File: src/rtl/cfg_sequencer.sv
module cfg_sequencer #(
  parameter int MODE_W       = 3,
  parameter int CNT_W        = 16,
  parameter int CLR_CYC      = 4,
  parameter int HOLD_CYC     = 2,
  parameter int MASTER_EXTRA = 6,
  parameter int MASTER_BIT   = 0
) (
  input  logic              clk,
  input  logic              rst_n,
  input  logic              pwr_good,
  input  logic              init_sense,
  input  logic              prgm_n,
  input  logic              reset_n,
  input  logic [MODE_W-1:0] mode_pins,
  input  logic              cclk_tick,
  input  logic              frame_end,
  input  logic              bit_err,
  input  logic              keep_mem,
  input  logic [CNT_W-1:0]  length_cnt,
  output logic              init_drive,
  output logic              done,
  output logic              hdc,
  output logic              ldc,
  output logic              ctl_oe,
  output logic              mem_clear,
  output logic              cnt_clear,
  output logic              io_enable,
  output logic              int_reset_rel,
  output logic [MODE_W-1:0] mode_cfg
);
  localparam int EXIT_CYC = HOLD_CYC + MASTER_EXTRA;
  localparam int HW = $clog2(EXIT_CYC + 1);
  localparam int CW = $clog2(CLR_CYC + 1);

  typedef enum logic [2:0] {S_PWR, S_INIT, S_CFG, S_START, S_OPER} st_t;

  st_t              state;
  logic [1:0]       init_q, prgm_q, rst_q;
  logic [MODE_W-1:0] mode_q1, mode_q2;
  logic [CW-1:0]    clr_cnt;
  logic [HW-1:0]    hi_cnt;
  logic [CNT_W-1:0] cfg_count;
  logic             cfg_once;

  always_ff @(posedge clk or negedge rst_n)
    if (!rst_n) begin
      init_q  <= '0;
      prgm_q  <= '0;
      rst_q   <= '0;
      mode_q1 <= '0;
      mode_q2 <= '0;
    end else begin
      init_q  <= {init_q[0], init_sense};
      prgm_q  <= {prgm_q[0], prgm_n};
      rst_q   <= {rst_q[0], reset_n};
      mode_q1 <= mode_pins;
      mode_q2 <= mode_q1;
    end

  logic init_s, prgm_s, reset_s, released, go_ok, hold_pt, leave_init;
  logic cfg_abort, cfg_fail, cfg_ok, in_setup, running;

  assign init_s     = init_q[1];
  assign prgm_s     = prgm_q[1];
  assign reset_s    = rst_q[1];
  assign released   = clr_cnt == CW'(CLR_CYC);
  assign go_ok      = init_s && prgm_s && reset_s;
  assign hold_pt    = hi_cnt == HW'(HOLD_CYC - 1);
  assign leave_init = state == S_INIT && released && go_ok &&
                      ((hold_pt && !mode_q2[MASTER_BIT]) || hi_cnt == HW'(EXIT_CYC - 1));
  assign cfg_abort  = state == S_CFG && (!prgm_s || !reset_s);
  assign cfg_fail   = state == S_CFG && bit_err;
  assign cfg_ok     = state == S_CFG && frame_end && cfg_count == length_cnt;

  always_ff @(posedge clk or negedge rst_n)
    if (!rst_n) begin
      state     <= S_PWR;
      clr_cnt   <= '0;
      hi_cnt    <= '0;
      cfg_count <= '0;
      cfg_once  <= 1'b0;
      mode_cfg  <= '0;
    end else begin
      case (state)
        S_PWR: if (pwr_good) begin
          state   <= S_INIT;
          clr_cnt <= '0;
          hi_cnt  <= '0;
        end
        S_INIT: begin
          if (released && go_ok && hold_pt) mode_cfg <= mode_q2;
          if (!released) clr_cnt <= clr_cnt + 1'b1;
          else if (leave_init) begin
            state     <= S_CFG;
            cfg_count <= '0;
            hi_cnt    <= '0;
          end else if (go_ok) hi_cnt <= hi_cnt + 1'b1;
          else hi_cnt <= '0;
        end
        S_CFG: begin
          if (cfg_abort || cfg_fail) begin
            state   <= S_INIT;
            clr_cnt <= '0;
            hi_cnt  <= '0;
          end else if (cfg_ok) begin
            state    <= S_START;
            cfg_once <= 1'b1;
          end else if (cclk_tick) cfg_count <= cfg_count + 1'b1;
        end
        S_START, S_OPER: begin
          if (!prgm_s) begin
            state   <= S_INIT;
            clr_cnt <= '0;
            hi_cnt  <= '0;
          end else state <= S_OPER;
        end
        default: state <= S_PWR;
      endcase
    end

  assign in_setup      = state == S_INIT || state == S_CFG;
  assign running       = state == S_START || state == S_OPER;
  assign init_drive    = state == S_PWR || (state == S_INIT && !released);
  assign mem_clear     = state == S_INIT && clr_cnt == CW'(CLR_CYC - 1) && !(keep_mem && cfg_once);
  assign cnt_clear     = leave_init;
  assign hdc           = in_setup;
  assign ldc           = !in_setup;
  assign ctl_oe        = in_setup;
  assign done          = running;
  assign io_enable     = running;
  assign int_reset_rel = running;

  AST_CLEAR_PULSE: assert property (@(posedge clk) disable iff (!rst_n)
    mem_clear |=> !mem_clear);
  AST_HOLD_LOW: assert property (@(posedge clk) disable iff (!rst_n)
    (state == S_INIT && !init_s) |=> state == S_INIT);
  AST_ABORT: assert property (@(posedge clk) disable iff (!rst_n)
    (state == S_CFG && !reset_s) |=> state == S_INIT);
  AST_RESET_IGNORED: assert property (@(posedge clk) disable iff (!rst_n)
    (running && prgm_s) |=> done);
  AST_COUNT_START: assert property (@(posedge clk) disable iff (!rst_n)
    cnt_clear |=> cfg_count == '0);
  AST_DONE_SOURCE: assert property (@(posedge clk) disable iff (!rst_n)
    $rose(done) |-> $past(state == S_CFG));
  AST_BITERR: assert property (@(posedge clk) disable iff (!rst_n)
    (state == S_CFG && bit_err) |=> state == S_INIT);
endmodule

File: config.mk
export PLATFORM = sky130hd
export DESIGN_NAME = cfg_sequencer
export DESIGN_NICKNAME = d
export VERILOG_FILES = /design/src/rtl/cfg_sequencer.sv
export SDC_FILE = /design/constraint.sdc
export NUM_CORES = 1
export LEC_CHECK = 0
export CAP_MARGIN = 20
export CORE_MARGIN = 1
export CORE_UTILIZATION = 53
export DETAILED_ROUTE_END_ITERATION = 8
export PLACE_DENSITY = 0.8
export SYNTH_ARGS = -nofsm -noshare
export SYNTH_HDL_FRONTEND = slang
export SYNTH_SLANG_ARGS = --single-unit
File: constraint.sdc
create_clock -name clk -period 2.9 [get_ports clk]
set_clock_uncertainty 0.1 [all_clocks]
set_input_delay 0.87 -clock clk [delete_from_list [all_inputs] [get_ports clk]]
set_output_delay 0.87 -clock clk [all_outputs]
set_load 0.005 [all_outputs]
# After elaboration in Yosys (flattened, before gate mapping)

Cells that the tools add are included.

Reduce and logical (&&, ||, !) cells: 38
Add/sub/neg operators: 3
Muxes and demuxes: 25
Equal/unequal tests: 19
Bitwise operators: 1

Operators with widths:

| kind                                          | count |
|---|---|
| two-way mux 16 bit                            | 5 |
| case mux 16 bit (2 select lines)              | 1 |
| two-way mux 3 bit                             | 10 |
| two-way mux 4 bit                             | 6 |
| case mux 3 bit (4 select lines)               | 2 |
| adder 16 x 1 -> 16 bit, second input constant | 1 |
| == test 16 bit                                | 1 |
| logical AND 1 bit                             | 16 |
| != test 2 bit, second input constant          | 8 |
| case mux 4 bit (4 select lines)               | 1 |
| AND reduction 5 bit                           | 2 |
| == test 3 x 2 -> 1 bit, second input constant | 3 |
| == test 3 bit, second input constant          | 2 |
| logical NOT 1 bit                             | 6 |
| logical OR 1 bit                              | 6 |
| AND reduction 6 bit                           | 1 |
| adder 4 x 1 -> 4 bit, second input constant   | 1 |
| == test 4 x 1 -> 1 bit, second input constant | 1 |
| == test 4 x 3 -> 1 bit, second input constant | 1 |
| AND reduction 4 bit                           | 1 |
| nonzero test 4 bit                            | 1 |
| adder 3 x 1 -> 3 bit, second input constant   | 1 |
| == test 3 x 1 -> 1 bit, second input constant | 1 |
| logical NOT 3 bit                             | 1 |
| other kinds (7)                               | 7 |

Bits in registers: 42
Input bits: 29
Word-level logic and storage cells: 97

# Logic depth before layout (Yosys ltp)

Word-level depth: 7
Depth in mapped cells: 10
Mapped depth without buffers: 8

# Worst setup path before layout

Ideal clock, no wire load.

Path kind: input -> register
From: input port length_cnt[0]
To: register cfg_count[12]
Path slack: 336 ps
Buffers on the path: 2
Arrival time: 2,323 ps
Library setup time: 141 ps
Stages: 8
Path through: xnor2_1 nand2_1 or4_1 o21ai_4 or3_1 buf_2 buf_6 o31ai_4

Cells in the longest elaborated chain, start to end: 4

RTL lines:

| item                                 | line | text |
|---|---|---|
| from (decl)                          | 20   | `input logic [CNT_W-1:0] length_cnt,` |
| == test 16 bit                       | 74   | `assign cfg_ok = state == S_CFG && frame_end && cfg_count == length_cnt;` |
| logical AND 1 bit                    | 74   |  |
| != test 2 bit (no source line)       | n/a  |  |
| AND reduction 6 bit (no source line) | n/a  |  |
| to (signal assigned)                 | 109  | `end else if (cclk_tick) cfg_count <= cfg_count + 1'b1;` |
| to (decl)                            | 43   | `logic [CNT_W-1:0] cfg_count;` |

No other way between the ends.
A chain may end at the register's enable or synchronous reset.

# Worst setup path after layout

From: register state[2]
To: output port done

Cells in the longest elaborated chain, start to end: 2

RTL lines:

| item                                                           | line | text |
|---|---|---|
| from (decl)                                                    | 38   | `st_t state;` |
| from (signal assigned)                                         | 78   | `state <= S_PWR;` |
| from (signal assigned)                                         | 87   | `state <= S_INIT;` |
| from (signal assigned)                                         | 95   | `state <= S_CFG;` |
| == test 3 x 2 -> 1 bit / == test 3 bit (equally long branches) | 123  | `assign running = state == S_START \|\| state == S_OPER;` |
| logical OR 1 bit *                                             | 123  |  |
| to (decl)                                                      | 22   | `output logic done,` |

Every way passes the cells marked *; elsewhere a longest branch is shown, timed or not.

==> impl_metrics.json <==
{
  "hpwl_um": 3710,
  "hold_path_class": "reg -> reg",
  "die_y_um": 69.0,
  "cts.sinks": 42,
  "dr.pass1.iters": 4,
  "cp_num_buf_inv": 2,
  "drive_gt1_share_pct": 16.3,
  "p_sw_share_pct": 33.2,
  "syn_avg_cell_area_sq_um": 9.94,
  "antenna_found_initial": 0,
  "holdCritStartpoint": "rst_q[0]",
  "synth_top_cell_area_share_pct": 44.2,
  "ys.flop_type": "dfrtp_1",
  "ant_nets": 0,
  "min_to": "rst_q[1]",
  "synth_area_sq_mm": 0.00238,
  "drtIter0Drc": 166,
  "synth_cell_types": 44,
  "grtUsageTotal_pct": 23.9,
  "core-area_sq_mm": 0.00414,
  "ys_ff_latch": 42,
  "power_frac_seq_pct": 40.5,
  "r2r_slack_ps": 180,
  "cts_setup_buffers": 0,
  "synth_top_cell_by_area": "dfrtp_1",
  "relSlewSlack_pct": 63.9,
  "pre_cts_ws_ps": -49.0,
  "via_count": 1924,
  "clk_pin_slew_ps": 80,
  "finalSetupViolCount": 0,
  "worst-setup-path-type": "reg -> out",
  "comb_power_share_pct": 34.0,
  "power_density_mw_per_mm2": 623,
  "die_w_um": 69.0,
  "path_cells": "buf_4 -> nand2b_1 -> o21ai_2 -> clkdlybuf4s50_1",
  "numCtsBuffers": 5,
  "synth_edf_count": 0,
  "io_pins": 41,
  "final_critical_path_setup_slack_ps": 114,
  "synthTopCellsByArea": "dfrtp_1 (44%), xnor2_1 (5.5%), o21ai_0 (5.3%)",
  "nNetsFinal": 317,
  "status": "finished, final reports clean",
  "antenna_cells": 0,
  "crit_required_ps": 1930,
  "cp-start-kind": "register",
  "hold_viol_final": 0,
  "cp_slowest_cell": "clkdlybuf4s50_1",
  "slowest_delay_ps": 520,
  "clk_latency_ps": 310,
  "die_area_sq_mm": 0.00475,
  "synth_warnings": 0,
  "avgViaCountPerCell": 5.78,
  "timing.rr.end": "cfg_count[9]",
  "intPower_mw": 1.24,
  "r2r-start": "state[2]",
  "cts_hold_buf": 0,
  "synthArstFlopShare_pct": 100,
  "layout_commonest_cell": "dfrtp_1",
  "leakagePower_nw": 1.22,
  "cts_tree": "done",
  "maxCapViolCount": 0,
  "grt_pass1_vias": 1765,
  "critPathLaunch": "state[2]",
  "p_clk_share_pct": 25.5,
  "holdWs_ps": 253,
  "peakVddDrop_uv": 500,
  "grt_max_degree": 19,
  "grt_pass1_wl_um": 8120,
  "start_util_pct": 57.3,
  "io_buffers": 40,
  "path_delay_family": "buffers and inverters",
  "cts_buffer_depth": 2,
  "fmax_mhz": 359,
  "rsz0062_at_grt": "false",
  "ctsRootBufferMaster": "clkbuf_8",
  "fin_cells": 333,
  "whs_path_depth": 0,
  "rows": 23,
  "cp-end-kind": "output pin",
  "wl_um": 4920,
  "r2r_cells": 8,
  "wl_per_cell_um": 14.8,
  "crit_fanout": 8,
  "htree_num_levels": 2,
  "dp_cells": 325,
  "post-route-min-period_ps": 2790,
  "place_congestion": 0.842,
  "area_growth_pct": 25.4,
  "yosysSeqAreaShare_pct": 44.2,
  "syn_inst": 239,
  "min_period_over_period_pct": 96.1,
  "final_cell_mix": "dfrtp_1 (41), clkdlybuf4s50_1 (36), o21ai_0 (24), nand2_1 (20), xnor2_1 (15)",
  "total_power_mw": 1.86,
  "p_sw_mw": 0.616,
  "cp.arrival_ps": 1820,
  "syn-num-nets": 274,
  "drc": 0,
  "worstMarginPinSlew_ps": 538,
  "finalMaxSlewViolations": 0,
  "overflow": 0,
  "nFillCells": 312
}
-- per-stage QoR --
stage               TNS, ps  util [%]  area, sq um
floorplan                 0         -         2380
global placement       -104      68.7         2850
detailed placement     -223      68.7         2850
CTS                       0      71.7         2970
global route              0      71.9         2980
finish                    0      71.9         2980
-- power by group through the flow --
stage,sequential (mW),clock [mW],combinational [mW]
after floorplan,0.733,0,0.416
after global placement,0.759,0,0.601
after detailed placement,0.763,0,0.618
after CTS,0.752,0.482,0.630
after global routing,0.765,0.508,0.711
final,0.752,0.474,0.631
-- cell usage after synthesis, drive strengths merged (2+ instances only) --
cell type / count
nand3: 10
or2: 2
clkbuf: 10
or3: 6
a2bb2oi: 2
nand4: 6
nor2: 9
mux2: 4
dfrtp: 42
a21oi: 4
nor3: 3
nand2b: 7
a21o: 3
a31oi: 4
and3: 5
o22ai: 2
nand2: 20
ha: 6
inv: 9
o31ai: 20
xnor2: 15
o21ai: 29
nor2b: 2
buf: 7
-- cell type report --
class / count / area (sq um) / area share [%]
Inverter: 9 / 33.8 / 1.13
Sequential cell: 42 / 1050 / 35.3
Clock buffer: 5 / 68.8 / 2.31
Timing Repair Buffer: 53 / 493 / 16.5
Tap cell: 50 / 62.6 / 2.10
Clock inverter: 3 / 45.0 / 1.51
Multi-Input combinational cell: 171 / 1220 / 41.1
-- layer usage --
layer,GRT usage (%),share of wire (%),up-vias
met5,0,0,-
met4,8.16,1.3,0
met3,6.74,4.6,6
met2,36.3,46,54
met1,32.6,48,922
li1,-,-,942
-- registers in the layout (all words and copies together), names as in the netlist --
register   flops
state          3
cfg_count     16
hi_cnt         4
clr_cnt        3
prgm_q         2
rst_q          2
mode_cfg       3
cfg_once       1
init_q         2
mode_q2        3
mode_q1        3
-- worst max-delay path by stage --
stage | to | depth (start not counted)
global placement | mem_clear | 4
detailed placement | mem_clear | 4
global route | hdc | 4
finish | done | 4
CTS | done | 4
floorplan | cfg_count[12] | 8
-- logic make-up (layout without fill, tap and decap cells) --
| family | Yosys count | count (layout) | synth area share, % |
|---|---|---|---|
| AO/OA/AOI/OAI | 69 | 69 | 22.7 |
| XOR/XNOR | 16 | 16 | 5.90 |
| adder cells (fa/ha/maj) | 6 | 6 | 3.16 |
| buffers and inverters | 26 | 70 | 5.00 |
| flip-flops | 42 | 42 | 44.2 |
| multiplexers | 4 | 4 | 1.90 |
| AND/OR/NAND/NOR | 76 | 76 | 17.1 |
-- what timing repair did --
item,4_1_cts,5_1_grt
gates resized for setup,7,2
setup endpoints to repair,5,3
gates cloned,0,0
Note: power is estimated with default switching activity, not from simulation.
